**config.mk**
```make
export PLATFORM = sky130hd
export DESIGN_NAME = asram_ctrl
export DESIGN_NICKNAME = d
export VERILOG_FILES = /design/src/rtl/sram_ctl_pkg.sv /design/src/rtl/sram_ctl_timer.sv /design/src/rtl/sram_ctl_strobe.sv /design/src/rtl/asram_ctrl.sv
export SDC_FILE = /design/constraint.sdc
export NUM_CORES = 1
export LEC_CHECK = 0
export BUFFER_PORTS_ARGS = -buffer_cell sky130_fd_sc_hd__buf_2
export CAP_MARGIN = 10
export CELL_PAD_IN_SITES_DETAIL_PLACEMENT = 1
export CELL_PAD_IN_SITES_GLOBAL_PLACEMENT = 1
export CORE_ASPECT_RATIO = 0.8
export CORE_MARGIN = 2
export CORE_UTILIZATION = 34
export DETAILED_ROUTE_END_ITERATION = 6
export PLACE_DENSITY_LB_ADDON = 0.3
export RECOVER_POWER = 100
export SETUP_SLACK_MARGIN = 0.05
export SYNTH_ARGS = -nofsm -noshare
export SYNTH_HDL_FRONTEND = slang
export SYNTH_SLANG_ARGS = --single-unit
```
**constraint.sdc**
```tcl
create_clock -name clk -period 2.5 [get_ports clk]
set_input_delay 0 -clock clk [delete_from_list [all_inputs] [get_ports clk]]
set_output_delay 0 -clock clk [all_outputs]
set_load 0.05 [all_outputs]
```
**src/rtl/sram_ctl_pkg.sv**
```systemverilog
package sram_ctl_pkg;

  typedef enum logic [2:0] {
    ST_IDLE,
    ST_RD_SETUP,
    ST_RD_WAIT,
    ST_RD_CAPTURE,
    ST_WR_SETUP,
    ST_WR_PULSE,
    ST_WR_RECOVER,
    ST_TURNAROUND
  } ctl_state_e;

  typedef struct packed {
    logic cs_n;
    logic we_n;
    logic oe_n;
    logic dq_oe;
  } pin_ctl_t;

  localparam pin_ctl_t PINS_IDLE = '{cs_n: 1'b1, we_n: 1'b1, oe_n: 1'b1, dq_oe: 1'b0};

  // Round a nanosecond limit up to whole clock cycles, never below one.
  function automatic int cycles_for(input int t_ns, input int clk_ns);
    int c;
    c = (t_ns + clk_ns - 1) / clk_ns;
    return (c < 1) ? 1 : c;
  endfunction

  function automatic int max2(input int a, input int b);
    return (a > b) ? a : b;
  endfunction

endpackage

```
**src/rtl/sram_ctl_timer.sv**
```systemverilog
module sram_ctl_timer #(
  parameter int CNT_W = 2
) (
  input  logic             clk,
  input  logic             rst,
  input  logic             load,
  input  logic [CNT_W-1:0] load_val,
  output logic             expired
);
  logic [CNT_W-1:0] cnt_q;

  always_ff @(posedge clk) begin
    if (rst) begin
      cnt_q <= '0;
    end else if (load) begin
      cnt_q <= load_val;
    end else if (cnt_q != '0) begin
      cnt_q <= cnt_q - 1'b1;
    end
  end

  assign expired = (cnt_q == '0);
endmodule

```
**src/rtl/sram_ctl_strobe.sv**
```systemverilog
module sram_ctl_strobe
  import sram_ctl_pkg::*;
#(
  parameter bit STROBE_CS = 1'b0
) (
  input  ctl_state_e state,
  output pin_ctl_t   pins
);
  logic in_rd, in_pulse, in_edge;
  logic cs_n_w, we_n_w;

  assign in_rd    = (state == ST_RD_SETUP) || (state == ST_RD_WAIT) || (state == ST_RD_CAPTURE);
  assign in_pulse = (state == ST_WR_PULSE);
  assign in_edge  = (state == ST_WR_SETUP) || (state == ST_WR_RECOVER);

  generate
    if (STROBE_CS) begin : g_cs_strobe
      // write-enable frames the access, chip-select carries the strobe
      assign cs_n_w = !(in_rd || in_pulse);
      assign we_n_w = !(in_pulse || in_edge);
    end else begin : g_we_strobe
      // chip-select frames the access, write-enable carries the strobe
      assign cs_n_w = !(in_rd || in_pulse || in_edge);
      assign we_n_w = !in_pulse;
    end
  endgenerate

  assign pins = '{cs_n: cs_n_w, we_n: we_n_w, oe_n: !in_rd, dq_oe: in_pulse || in_edge};
endmodule

```
**src/rtl/asram_ctrl.sv**
```systemverilog
module asram_ctrl
  import sram_ctl_pkg::*;
#(
  parameter int ADDR_W    = 17,
  parameter int DATA_W    = 8,
  parameter int CLK_NS    = 20,
  parameter int T_RD_NS   = 15,
  parameter int T_WP_NS   = 12,
  parameter int T_DW_NS   = 7,
  parameter int T_WC_NS   = 15,
  parameter bit STROBE_CS = 1'b0
) (
  input  logic              clk,
  input  logic              rst,
  input  logic              host_req,
  input  logic              host_we,
  input  logic [ADDR_W-1:0] host_addr,
  input  logic [DATA_W-1:0] host_wdata,
  output logic [DATA_W-1:0] host_rdata,
  output logic              host_ready,
  output logic [ADDR_W-1:0] mem_addr,
  output logic              mem_cs_n,
  output logic              mem_we_n,
  output logic              mem_oe_n,
  output logic [DATA_W-1:0] mem_dq_o,
  output logic              mem_dq_oe,
  input  logic [DATA_W-1:0] mem_dq_i
);
  localparam int RD_CYC  = cycles_for(T_RD_NS, CLK_NS);
  localparam int WP_BASE = max2(cycles_for(T_WP_NS, CLK_NS), cycles_for(T_DW_NS, CLK_NS));
  localparam int WP_CYC  = max2(WP_BASE, cycles_for(T_WC_NS, CLK_NS) - 2);
  localparam int CNT_W   = $clog2(max2(RD_CYC, WP_CYC) + 1);
  localparam logic [CNT_W-1:0] RD_LOAD = CNT_W'(RD_CYC - 1);
  localparam logic [CNT_W-1:0] WP_LOAD = CNT_W'(WP_CYC - 1);

  ctl_state_e       state_q, state_d;
  pin_ctl_t         pins_d, pins_q;
  logic             accept, after_rd_q;
  logic             tmr_load, tmr_done;
  logic [CNT_W-1:0] tmr_val;

  assign accept   = (state_q == ST_IDLE) && host_req;
  assign tmr_load = (state_q == ST_RD_SETUP) || (state_q == ST_WR_SETUP);
  assign tmr_val  = (state_q == ST_RD_SETUP) ? RD_LOAD : WP_LOAD;

  sram_ctl_timer #(.CNT_W(CNT_W)) u_timer (
    .clk      (clk),
    .rst      (rst),
    .load     (tmr_load),
    .load_val (tmr_val),
    .expired  (tmr_done)
  );

  always_comb begin
    state_d = state_q;
    unique case (state_q)
      ST_IDLE: if (host_req) begin
        if (!host_we)        state_d = ST_RD_SETUP;
        else if (after_rd_q) state_d = ST_TURNAROUND;
        else                 state_d = ST_WR_SETUP;
      end
      ST_RD_SETUP:   state_d = ST_RD_WAIT;
      ST_RD_WAIT:    if (tmr_done) state_d = ST_RD_CAPTURE;
      ST_RD_CAPTURE: state_d = ST_IDLE;
      ST_TURNAROUND: state_d = ST_WR_SETUP;
      ST_WR_SETUP:   state_d = ST_WR_PULSE;
      ST_WR_PULSE:   if (tmr_done) state_d = ST_WR_RECOVER;
      ST_WR_RECOVER: state_d = ST_IDLE;
      default:       state_d = ST_IDLE;
    endcase
  end

  // Pin levels are decoded from the next state and registered.
  sram_ctl_strobe #(.STROBE_CS(STROBE_CS)) u_strobe (
    .state (state_d),
    .pins  (pins_d)
  );

  always_ff @(posedge clk) begin
    if (rst) begin
      state_q    <= ST_IDLE;
      pins_q     <= PINS_IDLE;
      host_ready <= 1'b0;
      host_rdata <= '0;
      mem_addr   <= '0;
      mem_dq_o   <= '0;
      after_rd_q <= 1'b0;
    end else begin
      state_q    <= state_d;
      pins_q     <= pins_d;
      host_ready <= (state_q == ST_RD_CAPTURE) || (state_q == ST_WR_RECOVER);
      if (state_q == ST_RD_CAPTURE) host_rdata <= mem_dq_i;
      if (accept) begin
        mem_addr <= host_addr;
        mem_dq_o <= host_wdata;
      end
      if (state_q == ST_RD_CAPTURE)    after_rd_q <= 1'b1;
      else if (state_q == ST_WR_SETUP) after_rd_q <= 1'b0;
    end
  end

  assign mem_cs_n  = pins_q.cs_n;
  assign mem_we_n  = pins_q.we_n;
  assign mem_oe_n  = pins_q.oe_n;
  assign mem_dq_oe = pins_q.dq_oe;


  oe_drive_excl_chk: assert property (@(posedge clk) disable iff (rst)
    mem_dq_oe |-> mem_oe_n);

  oe_we_excl_chk: assert property (@(posedge clk) disable iff (rst)
    !mem_we_n |-> mem_oe_n);

  read_ctl_chk: assert property (@(posedge clk) disable iff (rst)
    !mem_oe_n |-> (!mem_cs_n && mem_we_n));

  drive_covers_strobe_chk: assert property (@(posedge clk) disable iff (rst)
    (!mem_cs_n && !mem_we_n) |-> mem_dq_oe);

  ready_pulse_chk: assert property (@(posedge clk) disable iff (rst)
    host_ready |=> !host_ready);

  addr_hold_chk: assert property (@(posedge clk) disable iff (rst)
    (!mem_cs_n && $past(!mem_cs_n)) |-> $stable(mem_addr));

  turnaround_chk: assert property (@(posedge clk) disable iff (rst)
    $rose(mem_dq_oe) |-> ($past(mem_oe_n) && $past(mem_oe_n, 2)));

  generate
    if (STROBE_CS) begin : g_cs_order

      cs_inside_we_chk: assert property (@(posedge clk) disable iff (rst)
        !mem_cs_n && mem_dq_oe |-> !mem_we_n);
    end else begin : g_we_order

      we_inside_cs_chk: assert property (@(posedge clk) disable iff (rst)
        !mem_we_n |-> !mem_cs_n);
    end
  endgenerate
endmodule

```
==> results of run 1 <==
[worst max path at each step]
stage,start,end,slack [ns]
finish,state_q[2]$_SDFF_PP0_,mem_dq_oe$_SDFF_PP0_,0.56
floorplan,state_q[1]$_SDFF_PP0_,mem_dq_oe$_SDFF_PP0_,1.03
global placement,state_q[0]$_SDFF_PP0_,mem_dq_oe$_SDFF_PP0_,0.79
global route,state_q[0]$_SDFF_PP0_,mem_dq_oe$_SDFF_PP0_,0.34
detailed placement,state_q[0]$_SDFF_PP0_,mem_dq_oe$_SDFF_PP0_,0.72
CTS,state_q[0]$_SDFF_PP0_,mem_dq_oe$_SDFF_PP0_,0.71
[synthesized netlist by cell type (2+ instances only)]
library cell and number:
nand2_1 67, dfxtp_1 43, a21oi_1 34, buf_2 5, clkbuf_1 5, nor2_1 4
inv_1 3, buf_6 2, nand2b_1 2
[logic make-up after synthesis]
family,Yosys count
simple gates,82
compound gates,46
flops,43
buf+inv,16
xor+xnor,1
other cells,1
[sequential cells by signal, indices dropped and copies added (netlist names)]
register	flops
host_rdata	8
mem_dq_o	8
host_ready	1
mem_oe_n	1
mem_addr	17
u_timer.cnt_q	1
mem_we_n	1
mem_dq_oe	1
after_rd_q	1
state_q	3
mem_cs_n	1
[metal layers]
layer,GRT usage,wire (um)
met3,0.05495,290
met4,0.07203,71
met2,0.3500,2443
met1,0.2249,2037
met5,0,0
[worst max-delay path, stage by stage (launching register included)]
cell,delay (ns)
dfxtp_1,0.44
or4b_4,0.75
a21oi_1,0.20
or2_0,0.26
a21boi_0,0.14
[power groups by stage]
stage | clock network, mW | registers, mW | logic, mW
5_1_grt | 0.464 | 0.791 | 0.477
2_1_floorplan | 0 | 0.946 | 0.166
3_5_place_dp | 0 | 0.796 | 0.419
6_report | 0.419 | 0.781 | 0.442
4_1_cts | 0.433 | 0.780 | 0.459
3_3_place_gp | 0 | 0.793 | 0.414
[repair_timing]
action	CTS	global route
endpoints found under the hold margin	33	0
endpoints found under the setup margin	0	0
hold buffers	33	0
[stage by stage]
stage / setup slack [ns] / instance area [um2] / hold slack [ns] / power, mW
6_report: 0.5551 / 2332 / 0.2388 / 1.643
4_1_cts: 0.7094 / 2394 / 0.2195 / 1.673
5_1_grt: 0.3403 / 2332 / 0.2797 / 1.732
3_5_place_dp: 0.7186 / 1982 / 0.2486 / 1.216
3_3_place_gp: 0.7887 / 1982 / 0.2409 / 1.208
2_1_floorplan: 1.033 / 1595 / 0.09209 / 1.112
[area by class of cell]
| type | count | area, um2 |
|---|---|---|
| Clock buffer | 7 | 76.32 |
| Clock inverter | 1 | 5.005 |
| Fill cell | 577 | 2210 |
| Inverter | 3 | 11.26 |
| Multi-Input combinational cell | 130 | 635.6 |
| Sequential cell | 43 | 860.8 |
| Tap cell | 60 | 75.07 |
| Timing Repair Buffer | 109 | 668.1 |
==> results.toml, run 1 <==
[status]
status = "complete, no violations"

[detailed_routing]
routedWlPerCell_um = 13.72
vias = 1637
viasPerCell = 4.637
ant_nets = 0
dr.pass1.iters = 4
drt_wl_total_um = 4843
drtIter0Drc = 45
drc = 0

[finish]
fin_util = 0.5135
diodes = 0
area.growth.synth_to_final_pct = 46.20
instances_no_fill = 353
nNetsFinal = 329
layout-drive-gt1-share = 0.1638
layout_commonest_cell = "nand2_1"
layout_common_cells = "nand2_1, dfxtp_1, clkbuf_1, buf_2, a21oi_1"

[logic_synthesis]
synth_top_family_by_area = "simple AND/OR/NAND/NOR gates"
syn-num-nets = 226
syn_area_um2 = 1595
yosysTopAreaCellShare = 0.5396
synth_compound_area_frac = 0.1702
synthCells = 189
yosysSeqAreaShare = 0.5396
synth-seq-cells = 43
muxShareOfSynthArea = 0
ys_top_cells_by_area = "dfxtp_1, nand2_1, a21oi_1"
synthSimpleGateAreaFrac = 0.2290
synth_fa_ha_area_frac = 0
yosysWarnings = 0
synth_cell_types = 33
async_reset_ff_frac = 0
yosys_most_used_dff = "dfxtp_1"
synth_edf_count = 0
synthXorXnorAreaFrac = 0.005490
avgSynthCellArea_um2 = 8.441
synth_top_area_cell = "dfxtp_1"

[floorplan]
fp.coreArea_um2 = 4542
io_pins = 75
die_x_um = 80.59
rows = 22
start_util = 0.3512
fp.dieArea_um2 = 5259
die_y_um = 65.27

[placement]
place_congestion = 0.7953
numPortBuffers = 74
dp.cells = 312
hpwl_um = 2919

[sta]
setup-tns-final_ns = 0
rsz0062_at_grt = "no"
slew_headroom = 0.5348
period_share = 0.7780
maxSlewViolCount = 0
tightest_slew_ns = 0.6977
setup_viol = 0
hold_viol = 0
fmax_ghz = 0.5142
clock_skew_ns = 0.009882
finalWorstPathRequiredPeriod_ns = 1.945

[cts]
clock-sinks = 43
cts_tree = "yes"
clock_latency_ns = 0.29
cts_max_level = 2
clock_path_buffers = 2
cts_root_buffer = "clkbuf_8"
cts_resized = 0
clk_pin_slew_worst_paths_ns = 0.08
numCtsBuffers = 5
postCtsSetupBuffers = 0

[critical_path]
arrival_ns = 2.10
timing.rr.end = "mem_dq_oe$_SDFF_PP0_"
regToRegSetupSlack_ns = 0.56
path_class = "flop to flop"
rr_startpoint = "state_q[2]$_SDFF_PP0_"
cp.required_ns = 2.65
end_kind = "flop"
cp-start-kind = "flop"
ff2ff_path_depth = 4
crit_fanout = 26

[grt]
grt_max_degree = 40
grtUsageTotal = 0.1968
antenna_found_initial = 0
first_global_vias = 1724
grt_first_pass_wirelength_um = 7859
gr-total-overflow = 0

[hold_path]
whs_path_depth = 2
hold-path-endpoint = "after_rd_q$_SDFFE_PP0P_"
hold_class = "input pin to flop"
hp-start = "rst"

[job]
maxCapViolations = 0

[pwr]
peakVddDrop_mv = 0.3285
power_leakage_nw = 0.9112
power.density_nw_per_um2 = 704.3
cell_internal_pwr_mw = 1.070
p_sw_uw = 572.1
p_seq_frac = 0.476
clockPowerShare = 0.255
p_comb_frac = 0.269
switching_share = 0.3483
Note: power is estimated with default switching activity, not from simulation.
==> run 2, diff against run 1 <==
--- a/config.mk
+++ b/config.mk
@@ -5,13 +5,14 @@
 export SDC_FILE = /design/constraint.sdc
 export NUM_CORES = 1
 export LEC_CHECK = 0
+export ABC_AREA = 1
 export BUFFER_PORTS_ARGS = -buffer_cell sky130_fd_sc_hd__buf_2
 export CAP_MARGIN = 10
 export CELL_PAD_IN_SITES_DETAIL_PLACEMENT = 1
 export CELL_PAD_IN_SITES_GLOBAL_PLACEMENT = 1
 export CORE_ASPECT_RATIO = 0.8
 export CORE_MARGIN = 2
-export CORE_UTILIZATION = 34
+export CORE_UTILIZATION = 32
 export DETAILED_ROUTE_END_ITERATION = 6
 export PLACE_DENSITY_LB_ADDON = 0.3
 export RECOVER_POWER = 100
==> constraint.sdc (replaced) <==
create_clock -name clk -period 2.01 [get_ports clk]
set_input_delay 0 -clock clk [delete_from_list [all_inputs] [get_ports clk]]
set_output_delay 0 -clock clk [all_outputs]
set_load 0.05 [all_outputs]
==> run 2 against run 1 <==
Against the previous run: global-route usage is 1.8 points lower; clock power is 28% higher; largest cell class unchanged; sequential share of layout area is 0.51 points lower; non-clock buffer count is 1 lower; power is 39% higher; die area is 8.3% higher; core utilization is 3.6 points lower; routed wire length is 3.4% higher; synthesized area is 2.4% higher; final area is 1.4% higher; synthesized cell count is 10% higher.
==> results.toml, run 2 <==
[status]
status = "complete, no violations"

[finish]
fin_util = 0.4778
postLayoutCellArea_um2 = 2365
largest_register_ffs = 17
n_fill_cell = 639
area.growth.synth_to_final_pct = 44.83
layout-drive-gt1-share = 0.1635
nNetsFinal = 349
layout_commonest_cell = "dfxtp_1"
top_register = "mem_addr"
layout_common_cells = "dfxtp_1, nand2_1, clkbuf_1, buf_2, dlygate4sd3_1"
reg_top3 = "mem_addr (17), host_rdata (8), mem_dq_o (8)"

[logic_synthesis]
yosys_most_used_dff = "dfxtp_1"
yosysWarnings = 0
yosysSeqAreaShare = 0.5272
synth_edf_count = 0
async_reset_ff_frac = 0
syn-num-nets = 245
synth-seq-cells = 43
ys_top_cells_by_area = "dfxtp_1, nand2_1, nand3_1"
ys_top_cells_by_count = "dfxtp_1, nand2_1, nand3_1"
synth_cell_types = 21
synth_top_area_cell = "dfxtp_1"
avgSynthCellArea_um2 = 7.850
yosysTopAreaCellShare = 0.5272
synthCells = 208
syn_area_um2 = 1633
synth.most_common_cell = "dfxtp_1"

[sta]
hold_viol = 0
setup_viol = 0
period_share = 0.7834
rsz0062_at_grt = "no"
slew_headroom = 0.5676
clock_skew_ns = 0.003475
hold_slack_ns = 0.0003456
fmax_ghz = 0.6351
fin_ws_ns = 0.4354
finalWorstPathRequiredPeriod_ns = 1.575
setup-tns-final_ns = 0
maxSlewViolCount = 0
tightest_slew_ns = 0.6514

[critical_path]
end_kind = "flop"
cpPeakStageDelay_ns = 0.37
arrival_ns = 1.74
regToRegSetupSlack_ns = 0.44
setup.worst_path.end = "mem_addr[15]$_SDFFE_PP0P_"
cpMostUsedCell = "nand2_1"
crit_fanout = 25
rr_startpoint = "state_q[1]$_SDFF_PP0_"
cp-start-kind = "flop"
cp.required_ns = 2.17
slowest_stage = "nand2_2"
startpoint = "state_q[1]$_SDFF_PP0_"
critical_path.cell_chain = "inv_1 > nand2_1 > nor2_4 > nand2_2 > nand2_1 > a21oi_1"
timing.rr.end = "mem_addr[15]$_SDFFE_PP0P_"
ff2ff_path_depth = 6
path_class = "flop to flop"

[detailed_routing]
drtIter0Drc = 65
viasPerCell = 4.605
routedWlPerCell_um = 13.35
drc = 0
drt_wl_total_um = 5008
dr.pass1.iters = 4
ant_nets = 0
vias = 1727

[floorplan]
io_pins = 75
start_util = 0.3299
fp.dieArea_um2 = 5694
die_x_um = 83.87
die_y_um = 67.89
rows = 23
fp.coreArea_um2 = 4950

[cts]
cts_resized = 0
cts_tree = "yes"
cts_root_buffer = "clkbuf_8"
clock-sinks = 43
clock_latency_ns = 0.28
numCtsBuffers = 5
clk_pin_slew_worst_paths_ns = 0.08
cts_max_level = 2
clock_path_buffers = 2

[pwr]
power.density_nw_per_um2 = 962.2
peakVddDrop_mv = 0.4336
power_leakage_nw = 1.027

[placement]
numPortBuffers = 74
hpwl_um = 3266
place_congestion = 0.7619
place_area_um2 = 2024
pre_cts_ws_ns = 0.6017

[grt]
grt_first_pass_wirelength_um = 8093
gr-total-overflow = 0
first_global_vias = 1739
grtUsageTotal = 0.1785
grt_max_degree = 29
antenna_found_initial = 0

[job]
maxCapViolations = 0

[hold_path]
hold_class = "input pin to flop"
## run 2: cell count changes after synthesis, sizes merged, moves of 2 or more
cell    change
nor4b       -2
or2         -2
a21oi       -7
nand2b      -2
nor2       +23
inv        +11
clkbuf      -3
nand3      +28
nand2      -25
o21ai      +11
## run 2: how the worst min path moves through the flow
stage | from | endpoint | slack, ns | cells after the start
final | host_addr[8] | mem_addr[8]$_SDFFE_PP0P_ | 0.0003 | 3
after global routing | host_addr[14] | mem_addr[14]$_SDFFE_PP0P_ | 0.005 | 3
after CTS | host_addr[8] | mem_addr[8]$_SDFFE_PP0P_ | 0.001 | 3
after detailed placement | mem_dq_i[3] | host_rdata[3]$_SDFFE_PP0P_ | 0.23 | 3
after global placement | mem_dq_i[3] | host_rdata[3]$_SDFFE_PP0P_ | 0.22 | 3
after floorplan | mem_dq_i[0] | host_rdata[0]$_SDFFE_PP0P_ | 0.13 | 2
## run 2: kinds of logic after synthesis
group,after synthesis,share of synthesized area
AOI/OAI and AO/OA,40,0.1249
and+or+nand+nor,99,0.2651
buffers and inverters,25,0.08046
DFF,43,0.5272
other,1,0.002297
## run 2: critical path, delay by kind of cell (launching register included)
kind            cells  cell delay [ns]
compound gates      1             0.08
buf+inv             1             0.09
flops               1             0.35
simple gates        4             0.93
## run 2: through the flow
step | instances | total power [mW]
floorplan | 208 | 1.583
global placement | 336 | 1.729
detailed placement | 336 | 1.742
CTS | 374 | 2.334
global route | 374 | 2.415
finish | 375 | 2.275
## run 2: where the power goes
part           internal (mW)  leakage (nW)  switching (mW)
logic                  0.191         0.628           0.551
registers              0.943         0.352          0.0525
clock network          0.270        0.0471           0.268
total                   1.40          1.03           0.872
## run 2: timing repair
item | CTS | global route
buffers inserted | 0 | 0
hold endpoints to repair | 31 | 0
hold buffers | 31 | 0
## run 2: final cells by class
cell class / count / area, um2 / area share
sequential: 43 / 860.8 / 0.3640
timing repair buffer: 108 / 655.6 / 0.2772
multi-input combinational: 140 / 628.1 / 0.2656
clock buffer: 6 / 82.58 / 0.03492
tap: 62 / 77.57 / 0.03280
inverter: 14 / 52.55 / 0.02222
clock inverter: 1 / 5.005 / 0.002116
antenna: 1 / 2.502 / 0.001058
## run 2: metal layers
layer  wire, um  part of all wire  track usage  vias up
met4         19            0.0038      0.05040        0
met3        253             0.051      0.04343        3
met2       2434              0.49       0.3010       44
met5          0                 0            0        -
met1       2301              0.46       0.2325      798
li1           -                 -            -      882
==> run 3, diff against run 2 <==
--- a/config.mk
+++ b/config.mk
@@ -12,7 +12,7 @@
 export CELL_PAD_IN_SITES_GLOBAL_PLACEMENT = 1
 export CORE_ASPECT_RATIO = 0.8
 export CORE_MARGIN = 2
-export CORE_UTILIZATION = 32
+export CORE_UTILIZATION = 28
 export DETAILED_ROUTE_END_ITERATION = 6
 export PLACE_DENSITY_LB_ADDON = 0.3
 export RECOVER_POWER = 100
==> constraint.sdc (replaced) <==
create_clock -name clk -period 1.3 [get_ports clk]
set_input_delay 0 -clock clk [delete_from_list [all_inputs] [get_ports clk]]
set_output_delay 0 -clock clk [all_outputs]
set_load 0.05 [all_outputs]
==> run 3 against run 2 <==
Against the previous run: flip-flop and latch count is the same; combinational power is 110% higher; non-clock buffer count is 7 higher; global-route usage down 2.5 points; via count rose by 4.8%; routed wire length increased by 12%; die area is 13% higher; power is 72% higher; register-to-register slack worse by 0.42 ns; largest cell class unchanged; largest power group unchanged.
==> results.toml, run 3 (synthesis results as in run 2) <==
[hold_path]
hold-path-endpoint = "mem_addr[8]$_SDFFE_PP0P_"
hold_class = "input pin to flop"
hp-start = "host_addr[8]"
whs_path_depth = 3

[floorplan]
fp.coreArea_um2 = 5525
die_y_um = 72.30
start_util = 0.2955
die_x_um = 89.38
rows = 24
io_pins = 75
fp.dieArea_um2 = 6462

[critical_path]
timing.rr.end = "mem_addr[0]$_SDFFE_PP0P_"
end_kind = "flop"
crit_fanout = 7
path_class = "flop to flop"
cp.required_ns = 1.47
rr_startpoint = "state_q[1]$_SDFF_PP0_"
cp-start-kind = "flop"
regToRegSetupSlack_ns = 0.01
ff2ff_path_depth = 8
arrival_ns = 1.46

[sta]
setup_viol = 0
fmax_ghz = 0.7765
period_share = 0.9907
hold_viol = 0
clock_skew_ns = 0.005584
maxSlewViolCount = 0
finalWorstPathRequiredPeriod_ns = 1.288
slew_headroom = 0.5701
rsz0062_at_grt = "yes"
setup-tns-final_ns = 0
tightest_slew_ns = 0.6476

[finish]
fin_util = 0.4792
top_register = "mem_addr"
area.growth.synth_to_final_pct = 62.15
layout-drive-gt1-share = 0.2817
nNetsFinal = 359
diodes = 0
largest_register_ffs = 17
layout_common_cells = "dfxtp_1, clkbuf_1, buf_2, dlygate4sd3_1, nand3_1"
layout_commonest_cell = "dfxtp_1"
reg_top3 = "mem_addr (17), host_rdata (8), mem_dq_o (8)"

[detailed_routing]
routedWlPerCell_um = 13.93
drtIter0Drc = 78
drt_wl_total_um = 5585
vias = 1810
drc = 0
dr.pass1.iters = 4
ant_nets = 0
viasPerCell = 4.514

[grt]
grt_first_pass_wirelength_um = 7700
first_global_vias = 1739
grt_max_degree = 29
antenna_found_initial = 0
gr-total-overflow = 0
grtUsageTotal = 0.1536

[cts]
cts_root_buffer = "clkbuf_8"
cts_tree = "yes"
cts_max_level = 2
numCtsBuffers = 5
clk_pin_slew_worst_paths_ns = 0.08
clock_path_buffers = 2
clock_latency_ns = 0.29
clock-sinks = 43

[status]
status = "complete, no violations"

[pwr]
p_seq_frac = 0.399
peakVddDrop_mv = 0.5596
p_comb_frac = 0.394
clockPowerShare = 0.207
p_sw_mw = 1.557
switching_share = 0.3978
power_leakage_nw = 1.121
power.density_nw_per_um2 = 1479
cell_internal_pwr_mw = 2.357

[placement]
place_congestion = 0.7813
numPortBuffers = 74
hpwl_um = 3221

[job]
maxCapViolations = 0
## run 3: changes by cell type in the layout (fill, tap and decap cells not counted), sizes merged
cell / before / now
clkbuf: 44 / 47
dlygate4sd3: 31 / 32
nand2: 42 / 45
diode: 1 / 0
buf: 39 / 43
## run 3: layer usage
metal  track usage  wire [um]
met1        0.1859       2492
met2        0.2716       2838
met3       0.03413        194
met4       0.04478         59
met5             0          0
## run 3: worst max-delay path by stage
stage	start	end	slack [ns]	cells past startpoint
6_report	state_q[1]$_SDFF_PP0_	mem_addr[0]$_SDFFE_PP0P_	0.01	8
5_1_grt	state_q[1]$_SDFF_PP0_	mem_addr[0]$_SDFFE_PP0P_	-0.05	8
4_1_cts	state_q[1]$_SDFF_PP0_	mem_addr[8]$_SDFFE_PP0P_	0.06	6
3_5_place_dp	state_q[1]$_SDFF_PP0_	mem_addr[8]$_SDFFE_PP0P_	0.08	6
3_3_place_gp	state_q[1]$_SDFF_PP0_	mem_cs_n$_SDFF_PP1_	0.11	8
2_1_floorplan	state_q[1]$_SDFF_PP0_	mem_addr[0]$_SDFFE_PP0P_	0.17	7
## run 3: metrics by stage
step / power (mW) / instances / worst slack, ns / instance area [um2] / hold slack [ns]
after floorplan: 2.448 / 208 / 0.1713 / 1633 / 0.1349
after global placement: 2.714 / 353 / 0.1119 / 2064 / 0.2235
after detailed placement: 2.727 / 353 / 0.07740 / 2064 / 0.2301
after CTS: 3.630 / 393 / 0.06399 / 2466 / 0.004519
after global routing: 4.118 / 401 / -0.05244 / 2648 / -0.003880
final: 3.915 / 401 / 0.01212 / 2648 / 0.01077
## run 3: layout make-up
type                            count  area [um2]
Fill cell                         716        2878
Clock inverter                      1       5.005
Timing Repair Buffer              115       759.5
Sequential cell                    43       869.6
Inverter                           14       57.56
Multi-Input combinational cell    143       782.0
Tap cell                           78       97.59
Clock buffer                        7       76.32
## run 3: power by group through the flow
| stage | sequential [mW] | combinational [mW] | clock (mW) |
|---|---|---|---|
| 2_1_floorplan | 1.98 | 0.463 | 0 |
| 3_3_place_gp | 1.56 | 1.15 | 0 |
| 3_5_place_dp | 1.56 | 1.16 | 0 |
| 4_1_cts | 1.53 | 1.24 | 0.856 |
| 5_1_grt | 1.58 | 1.65 | 0.891 |
| 6_report | 1.56 | 1.54 | 0.809 |
## run 3: repair_timing
item | CTS | global route
hold buffers | 32 | 0
resized for setup | 0 | 40
hold endpoints to repair | 32 | 0
buffers inserted | 0 | 4
setup endpoints to repair | 0 | 28
## run 3: worst max-delay path, cell delays in order (launching register included)
cell     delay, ns
dfxtp_4       0.38
inv_4         0.07
nand2_4       0.05
nor2_4        0.15
buf_6         0.12
buf_12        0.14
nand2_8       0.08
nand2_1       0.11
a21oi_1       0.06
